`src/rtl/sar_seq_pkg.sv`:
```
package sar_seq_pkg;
  // periods given to each bit decision after sampling
  function automatic int slot_len(int total, int samp, int bits);
    return (total - samp) / bits;
  endfunction

  // true when period c is the last period of a decision slot
  function automatic bit is_decision(int c, int total, int samp, int bits);
    int w;
    w = slot_len(total, samp, bits);
    if (c < samp) return 1'b0;
    if ((c - samp) / w >= bits) return 1'b0;
    return ((c - samp) % w) == (w - 1);
  endfunction

  // bit position (MSB = bits-1) resolved in period c
  function automatic int bit_of(int c, int total, int samp, int bits);
    int w;
    w = slot_len(total, samp, bits);
    return bits - 1 - ((c - samp) / w);
  endfunction
endpackage

```
`src/rtl/sar_tick_gen.sv`:
```
module sar_tick_gen (
  input  logic clk,
  input  logic rst_n,
  input  logic run_i,
  input  logic half_i,
  output logic tick_o
);
  logic phase_q;

  always_ff @(posedge clk or negedge rst_n) begin
    if (!rst_n)      phase_q <= 1'b0;
    else if (!run_i) phase_q <= 1'b0;
    else             phase_q <= ~phase_q;
  end

  assign tick_o = run_i & (half_i ? phase_q : 1'b1);

  AST_HALF_RATE: assert property (@(posedge clk) disable iff (!rst_n)
    (half_i && tick_o) |=> !tick_o);
endmodule

```
`src/rtl/sar_period_ctr.sv`:
```
module sar_period_ctr #(
  parameter int TOTAL = 160,
  parameter int SAMP  = 12,
  parameter int BITS  = 8,
  localparam int CW   = $clog2(TOTAL),
  localparam int BW   = $clog2(BITS)
) (
  input  logic          clk,
  input  logic          rst_n,
  input  logic          clear_i,
  input  logic          tick_i,
  output logic          sampling_o,
  output logic          load_msb_o,
  output logic          decide_o,
  output logic [BW-1:0] pos_o,
  output logic          last_o
);
  import sar_seq_pkg::*;

  logic [CW-1:0] cnt_q;
  int            c;

  always_ff @(posedge clk or negedge rst_n) begin
    if (!rst_n)        cnt_q <= '0;
    else if (clear_i)  cnt_q <= '0;
    else if (tick_i)   cnt_q <= last_o ? '0 : cnt_q + 1'b1;
  end

  always_comb begin
    c          = int'(cnt_q);
    sampling_o = (c < SAMP);
    load_msb_o = tick_i && (c == SAMP - 1);
    decide_o   = tick_i && is_decision(c, TOTAL, SAMP, BITS);
    pos_o      = decide_o ? BW'(bit_of(c, TOTAL, SAMP, BITS)) : '0;
    last_o     = tick_i && (c == TOTAL - 1);
  end

  AST_CNT_BOUND: assert property (@(posedge clk) disable iff (!rst_n)
    int'(cnt_q) < TOTAL);
endmodule

```
`src/rtl/sar_code_reg.sv`:
```
module sar_code_reg #(
  parameter int BITS = 8,
  localparam int BW  = $clog2(BITS)
) (
  input  logic            clk,
  input  logic            rst_n,
  input  logic            clear_i,
  input  logic            load_msb_i,
  input  logic            decide_i,
  input  logic [BW-1:0]   pos_i,
  input  logic            comp_low_i,
  input  logic            wr_i,
  output logic [BITS-1:0] trial_o,
  output logic [BITS-1:0] result_o
);
  logic [BITS-1:0] trial_q, trial_nxt;

  always_comb begin
    trial_nxt = trial_q;
    if (load_msb_i) begin
      trial_nxt = '0;
      trial_nxt[BITS-1] = 1'b1;
    end else if (decide_i) begin
      if (comp_low_i) trial_nxt[pos_i] = 1'b0;
      if (pos_i != '0) trial_nxt[pos_i - 1'b1] = 1'b1;
    end
  end

  always_ff @(posedge clk or negedge rst_n) begin
    if (!rst_n) begin
      trial_q  <= '0;
      result_o <= '0;
    end else begin
      trial_q <= clear_i ? '0 : trial_nxt;
      if (wr_i) result_o <= trial_nxt;
    end
  end

  assign trial_o = trial_q;

  AST_RESULT_HOLD: assert property (@(posedge clk) disable iff (!rst_n)
    !wr_i |=> $stable(result_o));
endmodule

```
`src/rtl/sar_conv_seq.sv`:
```
module sar_conv_seq #(
  parameter int TOTAL = 160,
  parameter int SAMP  = 12,
  parameter int BITS  = 8,
  parameter int CHANS = 8,
  localparam int CHW  = $clog2(CHANS),
  localparam int BW   = $clog2(BITS)
) (
  input  logic            clk,
  input  logic            rst_n,
  input  logic            start_i,
  input  logic [CHW-1:0]  chan_i,
  input  logic            half_clk_i,
  input  logic            comp_low_i,
  output logic [CHW-1:0]  chan_o,
  output logic            sample_o,
  output logic [BITS-1:0] dac_code_o,
  output logic [BITS-1:0] result_o,
  output logic            busy_o,
  output logic            done_o
);
  logic          busy_q, half_q, done_q;
  logic [CHW-1:0] chan_q;
  logic          accept, tick, sampling, load_msb, decide, last;
  logic [BW-1:0] pos;

  assign accept = start_i && !busy_q;

  always_ff @(posedge clk or negedge rst_n) begin
    if (!rst_n) begin
      busy_q <= 1'b0;
      half_q <= 1'b0;
      chan_q <= '0;
      done_q <= 1'b0;
    end else begin
      done_q <= last;
      if (accept) begin
        busy_q <= 1'b1;
        half_q <= half_clk_i;
        chan_q <= chan_i;
      end else if (last) begin
        busy_q <= 1'b0;
      end
    end
  end

  sar_tick_gen u_tick (
    .clk(clk), .rst_n(rst_n), .run_i(busy_q), .half_i(half_q), .tick_o(tick)
  );

  sar_period_ctr #(.TOTAL(TOTAL), .SAMP(SAMP), .BITS(BITS)) u_ctr (
    .clk(clk), .rst_n(rst_n), .clear_i(accept), .tick_i(tick),
    .sampling_o(sampling), .load_msb_o(load_msb), .decide_o(decide),
    .pos_o(pos), .last_o(last)
  );

  sar_code_reg #(.BITS(BITS)) u_code (
    .clk(clk), .rst_n(rst_n), .clear_i(accept | last),
    .load_msb_i(load_msb), .decide_i(decide), .pos_i(pos),
    .comp_low_i(comp_low_i), .wr_i(last),
    .trial_o(dac_code_o), .result_o(result_o)
  );

  assign chan_o   = chan_q;
  assign busy_o   = busy_q;
  assign done_o   = done_q;
  assign sample_o = busy_q && sampling;

  AST_SAMPLE_DAC_ZERO: assert property (@(posedge clk) disable iff (!rst_n)
    sample_o |-> (dac_code_o == '0));
  AST_DONE_PULSE: assert property (@(posedge clk) disable iff (!rst_n)
    done_o |=> !done_o);
  AST_DONE_IDLE: assert property (@(posedge clk) disable iff (!rst_n)
    done_o |-> !busy_o);
  AST_CHAN_HOLD: assert property (@(posedge clk) disable iff (!rst_n)
    (busy_o && $past(busy_o)) |-> $stable(chan_o));
endmodule

```
`config.mk`:
```
export PLATFORM = sky130hd
export DESIGN_NAME = sar_conv_seq
export DESIGN_NICKNAME = d
export VERILOG_FILES = /design/src/rtl/sar_seq_pkg.sv /design/src/rtl/sar_tick_gen.sv /design/src/rtl/sar_period_ctr.sv /design/src/rtl/sar_code_reg.sv /design/src/rtl/sar_conv_seq.sv
export SDC_FILE = /design/constraint.sdc
export NUM_CORES = 1
export LEC_CHECK = 0
export ABC_AREA = 0
export BUFFER_PORTS_ARGS = -buffer_cell sky130_fd_sc_hd__clkbuf_2
export CAP_MARGIN = 20
export CORE_MARGIN = 4
export CORE_UTILIZATION = 57
export DETAILED_ROUTE_END_ITERATION = 7
export PLACE_DENSITY = 0.77
export SYNTH_ARGS = -nofsm -noshare
export SYNTH_HDL_FRONTEND = slang
export SYNTH_SLANG_ARGS = --single-unit
```
`constraint.sdc`:
```
create_clock -name clk -period 8 [get_ports clk]
set_clock_uncertainty 0.05 [all_clocks]
set_input_delay 0.8 -clock clk [delete_from_list [all_inputs] [get_ports clk]]
set_output_delay 0.8 -clock clk [all_outputs]
set_load 0.005 [all_outputs]
```
==> run summary, run 1 <==
Postcts setup bufs = 0
Finished Layout Cells = 482
RSZ-0062 raised after global routing = false
Post-synthesis cell type count = 100
CP Launch Type = flip-flop
Crit path kind = flip-flop to flip-flop
Final setup viols = 0
CTS Buffer Depth = 2
Residual DRC count = 0
Post-Syn Nets = 411
Clock Tree Root = clkbuf_8
Num ports = 30
Maxcap violations = 0
Total GRT Usage = 24.5%
Slew Limit Fails = 0
Via Count = 3313
Reg-to-reg slack, setup = 1.57 ns
Critical Path End Type = flip-flop
CTS tree = built
Worst-Margin Slew = 0.884 ns
Most used DFF post-synth = dfrtp_1
WL/cell = 18.2 um
CTS buffer count = 5
# port buffers = 29
# hold bufs at CTS = 0
Final min period = 6.43 ns
Final hold vios = 0
Detailed Route Iter0 Violations = 431
PnR worst setup slack = 1.57 ns
Post-synth top area share = 23.1%
Area leader, netlist = dfrtp_1
Seq cells post-synth = 31
H-tree depth = 2
Via-per-instance ratio = 6.87
Clock Latency Late Sink = 0.29 ns
Clock transition at path regs = 0.07 ns
Reg area = 776 um2
Post-synth EDFFs = 0
Die extent in y = 84.7 um
Total gr overflow = 0
Routability cong. = 0.932
Overall routed net length = 8770 um
Fill cells = 514
Pre-CTS WS = 1.69 ns
Util after Layout = 63.3%
Crit path arrival time = 6.55 ns
Placed cell count = 474
CP Max Fanout = 22
Final period util = 80.4%
Synth Instances = 392
Synthesized area = 3360 um2
Status = finished clean
Pin count of the biggest net entering global routing = 32
Antenna violations before repair = 0
First-pass GRT wire length = 14600 um
Row count = 27
Crit path required time = 8.12 ns
Relative slew slack = 41.1%
Register area share after synthesis = 23.1%
Post-DRT Antenna Nets = 0
Core footprint = 5610 um2
Diodes inserted = 0
Post_cts resized = 0
Layout Nets = 428
Hpwl dp = 6510 um
FFs w/ async S/R, synth = 100%
Die area = 7180 um2
Area of the multi-input gates = 2360 um2
Avg Cell Area, Syn = 8.56 um2
Share of cells above drive strength 1 = 23.9%
Hold Path Class = flip-flop to flip-flop
Synth warnings = 0
Setup TNS = 0 ns
Fmax = 156 MHz
Syn-to-layout area delta = 5.70%
Vias in the first global route = 3119
Die W = 84.7 um
Starting Density = 59.8%
DR pass1 iterations = 5
Dominant cells by area after synthesis = dfrtp_1 23%, ha_1 4.1%, nand2_1 4.0%, mux2_2 4.0%, a21oi_1 3.3%
CTS Sinks = 31
## cells by family after synthesis
group | count (synthesis) | synth area share (%)
muxes | 17 | 5.67
AOI/OAI and AO/OA | 139 | 32.8
and+or+nand+nor | 147 | 25.0
adders and majority gates | 11 | 4.10
DFF | 31 | 23.1
buffers and inverters | 36 | 6.41
xor gates and xnor gates | 11 | 2.87
## registers in the layout (all words and copies together) (netlist names)
name / count
busy_o: 1
chan_o: 3
done_o: 1
half_q: 1
u_code.result_o: 8
u_code.trial_o: 8
u_ctr.cnt_q: 8
u_tick.phase_q: 1
## layer usage
metal	routed length [um]	vias to the layer above	track usage, %
met1	3860	1558	32.8
met2	4060	181	39.2
met4	257	0	10.4
met5	0	-	0
li1	-	1543	-
met3	602	31	3.83
## cells in the mapped netlist, drive strengths merged (5+ instances only)
cell type  instances
a21o               5
a21oi             24
a31oi              7
and2               5
and4               5
buf               14
clkbuf             7
dfrtp             31
ha                11
inv               14
mux2              13
nand2             38
nand3             10
nand4             10
nor2              32
nor3              13
nor4               7
o211ai             8
o21ai             25
o22ai              7
o311ai             5
o31ai              5
o32ai              5
or2                6
xnor2              8
## final cells by class
type | instances | share of cell area [%]
timing repair buffer | 31 | 4.52
inverter | 15 | 1.59
clock buffer | 8 | 2.82
sequential | 31 | 21.9
tap | 72 | 2.54
multi-input combinational | 325 | 66.7
## cells in the final DEF (no fill, tap or decap), types with 3 or more instances in the layout
cell	instances
o22ai_1	7
nor2_2	3
nand3_1	8
or2_1	3
a2111oi_4	3
nor2_1	28
and4_1	3
and3_1	3
inv_1	12
nand2b_1	4
mux2i_1	4
nand4_1	9
o21ai_0	17
xor2_1	3
o21ai_1	7
and2_1	4
a21o_1	3
a211o_1	3
o21a_1	3
nor3_1	12
dfrtp_1	31
nor4_1	5
nand2_1	36
ha_1	11
a21oi_1	22
o311ai_0	4
clkbuf_2	29
xnor2_1	8
a31oi_1	5
clkbuf_8	7
o31ai_1	4
o211ai_1	7
o32ai_1	4
mux2_2	12
## final timing paths
kind                           startpoint            endpoint  cells past startpoint
max reg2reg                u_ctr.cnt_q[3]   u_code.trial_o[3]                     20
min                        u_tick.phase_q      u_tick.phase_q                      1
min in group asynchronous           rst_n  u_code.result_o[4]                      1
max in group asynchronous           rst_n           chan_o[0]                      1
min reg2reg                u_tick.phase_q      u_tick.phase_q                      1
max                        u_ctr.cnt_q[3]   u_code.trial_o[3]                     20
## per-stage QoR
stage	instance area (um2)	hold slack [ns]
global placement	3450	0.364
finish	3550	0.376
global route	3550	0.409
CTS	3550	0.379
detailed placement	3450	0.371
floorplan	3360	0.353
## worst max-delay path, stage by stage (launching register included)
cell,delay (ns)
dfrtp_1,0.58
ha_1,0.74
inv_1,0.39
and4_4,0.29
nor2_2,0.39
o21ai_1,0.19
and2_1,0.21
o21ai_2,0.40
a31o_2,0.24
nand2_2,0.13
a21oi_1,0.19
ha_1,0.24
nor3_1,0.25
and3_1,0.18
a21oi_1,0.04
mux2i_1,0.32
and4_1,0.30
nand2_1,0.09
ha_1,0.30
or3_1,0.43
o41ai_1,0.38
Power of run 1 is not shown: default switching activity piles up to over one toggle a cycle in this logic, so the estimate is an artifact.
==> run 2, diff against run 1 <==
--- a/config.mk
+++ b/config.mk
@@ -9,9 +9,9 @@
 export BUFFER_PORTS_ARGS = -buffer_cell sky130_fd_sc_hd__clkbuf_2
 export CAP_MARGIN = 20
 export CORE_MARGIN = 4
-export CORE_UTILIZATION = 57
+export CORE_UTILIZATION = 55
 export DETAILED_ROUTE_END_ITERATION = 7
-export PLACE_DENSITY = 0.77
+export PLACE_DENSITY = 0.78
 export SYNTH_ARGS = -nofsm -noshare
 export SYNTH_HDL_FRONTEND = slang
 export SYNTH_SLANG_ARGS = --single-unit
==> constraint.sdc (replaced) <==
create_clock -name clk -period 5.3 [get_ports clk]
set_clock_uncertainty 0.05 [all_clocks]
set_input_delay 0.53 -clock clk [delete_from_list [all_inputs] [get_ports clk]]
set_output_delay 0.53 -clock clk [all_outputs]
set_load 0.005 [all_outputs]
==> run summary, run 2 (synthesized netlist as in run 1, its figures left out) <==
Status = finished clean (unchanged)
Util after Layout = 67.2% (was 63.3%)
Fill cells = 490 (was 514)
Reg2Reg Launch Point = u_ctr.cnt_q[5] (was u_ctr.cnt_q[3])
Worst path cell trace = buf_6 > nor4_4 > and4_4 > nor2_4 > a2111oi_4 > nor2_2 > o31ai_4 > a31o_4 > nand2_2 > a21oi_2 > ha_2 > nand2b_1 > a21oi_2 > o22ai_2 > a311oi_2 > and4_4 > nand2_1 > ha_1 > or4_1 > o22a_2 > o21ai_0 (was ha_1 > inv_1 > and4_4 > nor2_2 > o21ai_1 > and2_1 > o21ai_2 > a31o_2 > nand2_2 > a21oi_1 > ha_1 > nor3_1 > and3_1 > a21oi_1 > mux2i_1 > and4_1 > nand2_1 > ha_1 > or3_1 > o41ai_1)
Clock Tree Root = clkbuf_8 (unchanged)
Syn-to-layout area delta = 18.6% (was 5.70%)
Hold Path Class = input port to asynchronous set/reset pin (was flip-flop to flip-flop)
Detailed Route Iter0 Violations = 382 (was 431)
Final period util = 97.8% (was 80.4%)
Total GRT Usage = 25.4% (was 24.5%)
Final min period = 5.18 ns (was 6.43 ns)
Diodes inserted = 0 (unchanged)
Final hold vios = 0 (unchanged)
Share of cells above drive strength 1 = 35.9% (was 23.9%)
H-tree depth = 2 (unchanged)
Hpwl dp = 7220 um (was 6510 um)
Crit path arrival time = 5.34 ns (was 6.55 ns)
CTS Sinks = 31 (unchanged)
Die W = 86.1 um (was 84.7 um)
Layout Nets = 471 (was 428)
WL/cell = 18.0 um (was 18.2 um)
Via-per-instance ratio = 6.73 (was 6.87)
CP Launch Type = flip-flop (unchanged)
Placed inst area = 3740 um2 (was 3450 um2)
Maxcap violations = 0 (unchanged)
Reg-to-reg slack, setup = 0.12 ns (was 1.57 ns)
WP buf/inv = 1 (unchanged)
Relative slew slack = 46.2% (was 41.1%)
Final Cell Area = 3980 um2 (was 3550 um2)
Slew Limit Fails = 0 (unchanged)
CTS tree = built (unchanged)
Critical Path End Type = flip-flop (unchanged)
Highest-count cells in the layout ignoring fill and taps = 43 x buf_4, 36 x nand2_1, 29 x dfrtp_1, 29 x clkbuf_2, 27 x nor2_1 (was 36 x nand2_1, 31 x dfrtp_1, 29 x clkbuf_2)
Starting Density = 56.7% (was 59.8%)
R2R Path End = u_code.trial_o[7] (was u_code.trial_o[3])
Residual DRC count = 0 (unchanged)
DR pass1 iterations = 5 (unchanged)
Worst path max stage delay = 0.52 ns (was 0.74 ns)
Crit-path leading delay family = simple AND/OR/NAND/NOR gates (unchanged)
CTS buffer count = 5 (unchanged)
Core footprint = 5920 um2 (was 5610 um2)
Clock Latency Late Sink = 0.29 ns (about the same)
Fmax = 193 MHz (was 156 MHz)
Clock transition at path regs = 0.06 ns (was 0.07 ns)
Worst-Margin Slew = 0.806 ns (was 0.884 ns)
First-pass GRT wire length = 15400 um (was 14600 um)
Die extent in y = 86.1 um (was 84.7 um)
Antenna violations before repair = 0 (unchanged)
Pin count of the biggest net entering global routing = 32 (unchanged)
CP max-delay cell = or4_1 (was ha_1)
CTS Buffer Depth = 2 (unchanged)
Num ports = 30 (unchanged)
Final setup viols = 0 (unchanged)
Total gr overflow = 0 (unchanged)
# port buffers = 29 (unchanged)
Row count = 28 (was 27)
Vias in the first global route = 3339 (was 3119)
Worst reg2reg path depth = 21 (was 20)
Die area = 7410 um2 (was 7180 um2)
Crit path kind = flip-flop to flip-flop (unchanged)
Overall routed net length = 9480 um (was 8770 um)
Routability cong. = 0.968 (was 0.932)
# hold bufs at CTS = 0 (unchanged)
Commonest non-fill, non-tap cell in the layout = buf_4 (was nand2_1)
Post-DRT Antenna Nets = 0 (unchanged)
CP Max Fanout = 10 (was 22)
Crit path required time = 5.46 ns (was 8.12 ns)
Via Count = 3541 (was 3313)
run 2: cell count changes in the layout (fill, tap and decap cells not counted), sizes merged:
cell    previous run  this run
clkbuf            37        35
buf                2        45
run 2: worst reg2reg max path, cell delays in order (launching register included):
cell and delay (ns):
dfrtp_1 0.41, buf_6 0.16, nor4_4 0.47, and4_4 0.36, nor2_4 0.06, a2111oi_4 0.41, nor2_2 0.10, o31ai_4 0.29
a31o_4 0.20, nand2_2 0.07, a21oi_2 0.15, ha_2 0.22, nand2b_1 0.08, a21oi_2 0.16, o22ai_2 0.12, a311oi_2 0.31
and4_4 0.28, nand2_1 0.08, ha_1 0.32, or4_1 0.52, o22a_2 0.21, o21ai_0 0.07
run 2: worst max path at each step:
stage                    from                 to  slack (ns)  cells after the start
2_1_floorplan  u_ctr.cnt_q[2]  u_code.trial_o[7]        0.20                     25
3_3_place_gp   u_ctr.cnt_q[7]  u_code.trial_o[6]        0.14                     20
3_5_place_dp   u_ctr.cnt_q[7]  u_code.trial_o[3]        0.09                     19
4_1_cts        u_ctr.cnt_q[7]  u_code.trial_o[6]        0.05                     20
5_1_grt        u_ctr.cnt_q[5]  u_code.trial_o[6]       -0.08                     21
6_report       u_ctr.cnt_q[5]  u_code.trial_o[7]        0.12                     21
run 2: metrics by stage:
stage	hold slack [ns]	worst slack (ns)	TNS, ns	cells
2_1_floorplan	0.184	0.202	0	392
3_3_place_gp	0.362	0.138	0	515
3_5_place_dp	0.376	0.0898	0	515
4_1_cts	0.266	0.0532	0	521
5_1_grt	0.303	-0.0808	-0.246	526
6_report	0.236	0.118	0	526
run 2: layout make-up:
class                   count  area, um2  area share, %
clock buffers               6       72.6           1.82
inverters                  15       56.3           1.42
multi-input cells         325       2490           62.5
flip-flops and latches     31        778           19.6
well taps                  75       93.8           2.36
repair buffers             74        490           12.3
run 2: what timing repair did:
| item | CTS | global route |
|---|---|---|
| resized for setup | 0 | 31 |
| endpoints found under the setup margin | 0 | 8 |
| buffers inserted | 0 | 5 |
run 2: metal layers:
metal | wire length [um] | vias up | global-route usage, %
li1 | - | 1633 | -
met1 | 4060 | 1699 | 33.8
met2 | 4520 | 180 | 43.0
met3 | 662 | 29 | 1.73
met4 | 245 | 0 | 9.50
met5 | 0 | - | 0
Power of run 2 is left out for the same reason.
